File: src/rtl/lvd_pkg.sv
package lvd_pkg;

    typedef enum logic [1:0] {
        ST_WAIT = 2'd0,
        ST_LIVE = 2'd1,
        ST_SHED = 2'd2
    } guard_st_e;

    typedef struct packed {
        logic below_cut;
        logic above_rejoin;
        logic soc_ok;
    } cmp_flags_t;

    localparam int STAT_W        = 8;
    localparam int STAT_CONN_BIT = 6;

    function automatic guard_st_e next_state(guard_st_e cur, cmp_flags_t f);
        guard_st_e n;
        n = cur;
        case (cur)
            ST_WAIT: n = f.below_cut ? ST_SHED : ST_LIVE;
            ST_LIVE: if (f.below_cut) n = ST_SHED;
            ST_SHED: if (f.above_rejoin && f.soc_ok) n = ST_LIVE;
            default: n = ST_WAIT;
        endcase
        return n;
    endfunction

endpackage

File: src/rtl/lvd_cmp.sv
module lvd_cmp
    import lvd_pkg::*;
#(
    parameter int V_W       = 16,
    parameter int S_W       = 7,
    parameter int CUT_MV    = 11500,
    parameter int REJOIN_MV = 12500,
    parameter int SOC_MIN   = 20
) (
    input  logic [V_W-1:0] mv,
    input  logic [S_W-1:0] soc,
    output cmp_flags_t     flags
);
    localparam logic [V_W-1:0] CUT_C    = V_W'(CUT_MV);
    localparam logic [V_W-1:0] REJOIN_C = V_W'(REJOIN_MV);
    localparam logic [S_W-1:0] SOC_C    = S_W'(SOC_MIN);

    always_comb begin
        flags.below_cut    = (mv < CUT_C);
        flags.above_rejoin = (mv > REJOIN_C);
        flags.soc_ok       = (soc > SOC_C);
    end
endmodule

File: src/rtl/lvd_fsm.sv
module lvd_fsm
    import lvd_pkg::*;
(
    input  logic       clk,
    input  logic       rst,
    input  logic       stb,
    input  cmp_flags_t flags,
    output guard_st_e  st
);
    guard_st_e nxt;

    always_comb nxt = next_state(st, flags);

    always_ff @(posedge clk) begin
        if (rst)      st <= ST_WAIT;
        else if (stb) st <= nxt;
    end
endmodule

File: src/rtl/lvd_load_guard.sv
module lvd_load_guard
    import lvd_pkg::*;
#(
    parameter int V_W       = 16,
    parameter int S_W       = 7,
    parameter int CUT_MV    = 11500,
    parameter int REJOIN_MV = 12500,
    parameter int SOC_MIN   = 20
) (
    input  logic              clk,
    input  logic              rst,
    input  logic              smp_stb,
    input  logic [V_W-1:0]    pack_mv,
    input  logic [S_W-1:0]    soc_pct,
    output logic              relay_en,
    output logic              trip_flag,
    output logic [STAT_W-1:0] stat_byte
);
    cmp_flags_t flags;
    guard_st_e  st;

    lvd_cmp #(
        .V_W(V_W), .S_W(S_W), .CUT_MV(CUT_MV),
        .REJOIN_MV(REJOIN_MV), .SOC_MIN(SOC_MIN)
    ) u_cmp (
        .mv(pack_mv), .soc(soc_pct), .flags(flags)
    );

    lvd_fsm u_fsm (
        .clk(clk), .rst(rst), .stb(smp_stb), .flags(flags), .st(st)
    );

    assign relay_en  = (st == ST_LIVE);
    assign trip_flag = (st == ST_SHED);

    for (genvar b = 0; b < STAT_W; b++) begin : g_stat
        if (b == STAT_CONN_BIT) begin : g_conn
            assign stat_byte[b] = relay_en;
        end else begin : g_zero
            assign stat_byte[b] = 1'b0;
        end
    end

    localparam logic [V_W-1:0] CUT_A    = V_W'(CUT_MV);
    localparam logic [V_W-1:0] REJOIN_A = V_W'(REJOIN_MV);
    localparam logic [S_W-1:0] SOC_A    = S_W'(SOC_MIN);

    // reset always lands in the idle state
    p_reset_idle_r1: assert property (@(posedge clk)
        rst |=> (!relay_en && !trip_flag));

    // a low strobe while connected sheds the load on the next clock
    p_shed_fast_r3: assert property (@(posedge clk) disable iff (rst)
        (relay_en && smp_stb && pack_mv < CUT_A) |=> (!relay_en && trip_flag));

    // a tripped block stays tripped unless both conditions hold together
    p_latch_hold_r4: assert property (@(posedge clk) disable iff (rst)
        (trip_flag && smp_stb && !(pack_mv > REJOIN_A && soc_pct > SOC_A))
        |=> trip_flag);

    // both conditions together reconnect
    p_rejoin_r4: assert property (@(posedge clk) disable iff (rst)
        (trip_flag && smp_stb && pack_mv > REJOIN_A && soc_pct > SOC_A)
        |=> relay_en);

    // nothing moves without a strobe
    p_no_stb_r6: assert property (@(posedge clk) disable iff (rst)
        !smp_stb |=> ($stable(relay_en) && $stable(trip_flag)));

    // the two indications are mutually exclusive
    p_excl_r8: assert property (@(posedge clk) disable iff (rst)
        !(relay_en && trip_flag));
endmodule

File: config.mk
export PLATFORM = sky130hd
export DESIGN_NAME = lvd_load_guard
export DESIGN_NICKNAME = d
export VERILOG_FILES = /design/src/rtl/lvd_pkg.sv /design/src/rtl/lvd_cmp.sv /design/src/rtl/lvd_fsm.sv /design/src/rtl/lvd_load_guard.sv
export SDC_FILE = /design/constraint.sdc
export NUM_CORES = 1
export LEC_CHECK = 0
export BUFFER_PORTS_ARGS = -buffer_cell sky130_fd_sc_hd__buf_2
export CORE_AREA = 8 8 45 47
export DETAILED_ROUTE_END_ITERATION = 6
export DIE_AREA = 0 0 53 55
export GPL_TIMING_DRIVEN = 0
export MAX_ROUTING_LAYER = met4
export PLACE_DENSITY = 0.57
export SYNTH_ARGS = -nofsm -noshare
export SYNTH_HDL_FRONTEND = slang
export SYNTH_SLANG_ARGS = --single-unit
File: constraint.sdc
create_clock -name clk -period 1.2 [get_ports clk]
set_input_delay 0.18 -clock clk [delete_from_list [all_inputs] [get_ports clk]]
set_output_delay 0.18 -clock clk [all_outputs]
set_load 0.05 [all_outputs]
-- Yosys cells after proc, flatten, opt, wreduce, memory -nomap -nowiden
Cells that the tools add are included.
- $add $sub $neg: 0
- multiply operators: 0
- divide/modulo/power cells: 0
- magnitude comparators: 3
- eq/ne operators: 4
- shifts and indexed selects: 0
- multiplexer cells: 4
- bitwise gates (word level): 0
- reduce and logical (&&, ||, !) cells: 3
- operators with widths (cell ; number):
    16-bit by 14-bit greater-than comparator with 1-bit output (second input constant) ; 1
    16-bit by 14-bit < comparator with 1-bit output (second input constant) ; 1
    7-bit by 5-bit greater-than comparator with 1-bit output (second input constant) ; 1
    2-bit two-way mux ; 3
    2-bit one-hot mux with 3 select lines ; 1
    2-bit by 1-bit != test with 1-bit output (second input constant) ; 2
    3-bit AND reduction ; 1
    2-bit by 1-bit equality test with 1-bit output (second input constant) ; 1
    2-bit equality test (second input constant) ; 1
    2-bit zero test ; 1
    1-bit logical AND ; 1
- bits in registers: 2
- latch bits: 0
- memory bits (writable): 0
- memory bits (read-only): 0
- word-level logic and storage cells: 15
- memories: 0

-- Depth between registers and ports, before layout
- word-level depth: 4
- gate-level depth with buffers: 5
- depth with buffers taken out: 5

-- By module
A second synthesis with hierarchy kept.
- cells, all modules: 37
- area total of the unflattened synthesis: 274.0 µm²
- modules (own cells, without submodules) (module ; times used ; cells each ; area each (µm²) ; sequential area each (µm²)):
    lvd_cmp ; 1 ; 17 ; 101.3 ; 0.0
    lvd_fsm ; 1 ; 9 ; 93.8 ; 40.0
    lvd_load_guard ; 1 ; 11 ; 78.8 ; 0.0

-- Worst setup path before layout
OpenSTA, ideal clock, no wires.
- path kind: reg2out
- from: register u_fsm.st[0]
- to: output port stat_byte[6]
- data arrival time: 1404 ps
- data required time: 1020 ps
- setup slack: -384 ps
- stages on the path, launching flop included: 3
- path buffers: 1
- cells stage by stage: dfxtp_1 nor2b_1 buf_4
- cells in the longest elaborated chain, start to end: 1
- ends and longest elaborated chain (element ; line ; RTL):
    start: declaration ; lvd_fsm.sv:8 ; output guard_st_e st
    start signal: assignment ; lvd_fsm.sv:16 ; else if (stb) st <= nxt;
    2-bit by 1-bit equality test with 1-bit output ; lvd_load_guard.sv:33 ; assign relay_en = (st == ST_LIVE);
    end: declaration ; lvd_load_guard.sv:17 ; output logic [STAT_W-1:0] stat_byte
Every way passes these cells.

-- Worst setup path after layout
- from: register u_fsm.st[0]
- to: output port trip_flag
- cells in the longest elaborated chain, start to end: 1
- ends and longest elaborated chain (element ; line ; RTL):
    2-bit equality test ; lvd_load_guard.sv:34 ; assign trip_flag = (st == ST_SHED);
    end: declaration ; lvd_load_guard.sv:16 ; output logic trip_flag,
Every way passes these cells.

==> run summary <==
Worst R2R Setup Slack - 0.10 ns
Synth area leaders - buf_4 (22%), dfxtp_1 (14%), o21ai_1 (7.2%)
CP Launch Point - u_fsm.st[0]
Share of layout cells above drive strength 1 - 0.571
Crit path cell chain - and2b_4 -> buf_4
Chip Height - 55 um
Clock Latency Late Sink - 0.22 ns
CP required - 1.02 ns
Layout area overhead - 82.4%
Most used DFF post-synth - dfxtp_1
Max Cap Viol - 0
Crit path arrival time - 0.98 ns
Setup Crit Path Kind - reg -> out
CP endpoint - trip_flag
ANT cells - 0
Fin worst setup slack - 0.0371 ns
Final Skew - 0.000158 ns
DRC violations left - 0
Slew Viols, Final - 0
Setup Buffers After CTS - 0
Syn Inst Count - 40
Most frequent cell after synthesis - buf_4
Cell area after synthesis - 277 um^2
Core Area - 0.00138 mm^2
PD cells - 841 mW/mm^2
# nets final - 105
Initial detailed-routing violation count - 4
First-pass GRT wire length - 1440 um
Initial antenna violation count - 0
Cell family contributing the most delay on the critical path - flip-flops
Clock tree root driver cell - clkbuf_4
Placer Congestion - 0.711
CTS tree - done
Largest area contributor in the netlist - buf_4
Clk pin slew, worst setup/hold paths - 0.03 ns
Distinct cells, synth - 22
Pre-CTS WS - 0.0496 ns
Worst-path fanout max - 3
I/O pins - 36
Most frequent cells after synthesis - buf_4 (8), nor2_1 (5), o21ai_1 (4)
DR vias - 392
Global Route met3 Usage - 0.0267
GR met2 Demand/Resource - 0.0957
Crit path buf inv count - 1
Busiest layer in global routing - met2
TritonCTS Buffers - 3
Worst flop-to-flop path startpoint - u_fsm.st[0]
Largest registers - u_fsm.st: 2 flops
Synth warn - 0
Worst-case reg-to-reg path depth - 4
Drt first pass iters - 2
Post-route clock period utilization - 0.969
Seq/Total Area, Yosys - 0.145
Vias/cell - 4.22
H-tree Lvls - 1
R2r endpoint - u_fsm.st[0]
Layout Cells excl Fill - 93
Endpoint class of the critical path - primary output
Biggest register - u_fsm.st
GRT Resource Usage Total - 0.0680
Fraction of registers with async set/reset - 0
Largest net degree at the start of global routing - 6
Met1 usage - 0.0755
VDD IR max - 0.000197 V
Global route total overflow - 0
Leak - 0.269 nW
Final count of hold timing violations - 0
Routed WL - 938 um
Inst Count DP - 90
Vias in the first global route - 371
Starting Density - 0.200
Crit path max-delay cell type - dfxtp_1
# clock sinks - 2
Slowest stage delay, CP - 0.31 ns
Die area - 0.00292 mm^2
Startpoint types - flip-flop
Syn avg cell area - 6.91 um^2
Stages on worst setup path - 2
Cell Rows - 14
Status - finished clean
Worst hold path class - in -> reg
Max reg flops - 2
Fmax - 860 MHz
I/O Buffers - 28
ANT nets after route - 0
Die Wd - 53 um
Post-synth top area share - 0.217
Tmin final - 1.16 ns
Worst-case clock buffer depth - 2
Post-layout util - 0.364
Seq cells post-synth - 2
EDFF count, synth - 0
Drt wl/cell - 10.1 um
Layout fillers - 160
Final Setup Violations - 0
Final hold slack - 0.132 ns
## kinds of logic after synthesis
kind of cell           count (synthesis)  share of synthesized area
AND/OR/NAND/NOR                       16                      0.308
buffers and inverters                  8                      0.217
flip-flops                             2                      0.145
other                                  1                     0.0136
AO/OA/AOI/OAI                         13                      0.317
## worst min-delay path by stage
stage	from	end	slack [ns]	cells after the start
2_1_floorplan	rst	u_fsm.st[0]	0.24	1
3_3_place_gp	rst	u_fsm.st[0]	0.36	2
3_5_place_dp	rst	u_fsm.st[0]	0.37	2
4_1_cts	rst	u_fsm.st[0]	0.13	2
5_1_grt	rst	u_fsm.st[0]	0.13	2
6_report	rst	u_fsm.st[0]	0.13	2
## worst reg2reg max path, cell delays in order (launching register included)
cell and delay [ns]:
dfxtp_1 0.31, and2b_4 0.25, nand3_1 0.06, o22a_1 0.19, a211oi_2 0.20
## layer usage
metal	routed length [um]	share of wire
met3	68	0.072
met4	11	0.012
met2	453	0.48
met5	0	0
met1	405	0.43
## repair_timing
| action | 4_1_cts | 5_1_grt |
|---|---|---|
| hold buffers | 0 | 0 |
| gates cloned | 0 | 0 |
| setup endpoints to repair | 2 | 3 |
| resized for setup | 2 | 4 |
## placed cells by master (no fill, tap or decap), drive strengths merged, types with 2 or more instances in the layout
cell,n
a21oi,3
o21ai,5
dfxtp,2
buf,35
clkbuf,4
nor2,5
nand3,2
conb,7
nand2,2
## stage by stage
step | TNS, ns | cell area [um^2] | power (mW)
3_3_place_gp | 0 | 464 | 0.262
4_1_cts | 0 | 492 | 0.426
5_1_grt | -0.00234 | 504 | 0.453
3_5_place_dp | 0 | 464 | 0.265
2_1_floorplan | -0.0808 | 304 | 0.206
6_report | 0 | 504 | 0.424
## layout make-up
class | count | area [um^2] | share of cell area
Tap cell | 16 | 20.0 | 0.0397
Multi-Input combinational cell | 36 | 209 | 0.414
Timing Repair Buffer | 28 | 151 | 0.300
Buffer | 8 | 60.1 | 0.119
Clock buffer | 3 | 22.5 | 0.0447
Sequential cell | 2 | 41.3 | 0.0819
## report_power, final
group | total [mW] | switching [mW] | internal (mW)
Clock | 0.151 | 0.0405 | 0.110
Combinational | 0.197 | 0.116 | 0.0816
Sequential | 0.0759 | 0.00424 | 0.0717
Total | 0.424 | 0.160 | 0.264
Note: power is estimated with default switching activity, not from simulation.
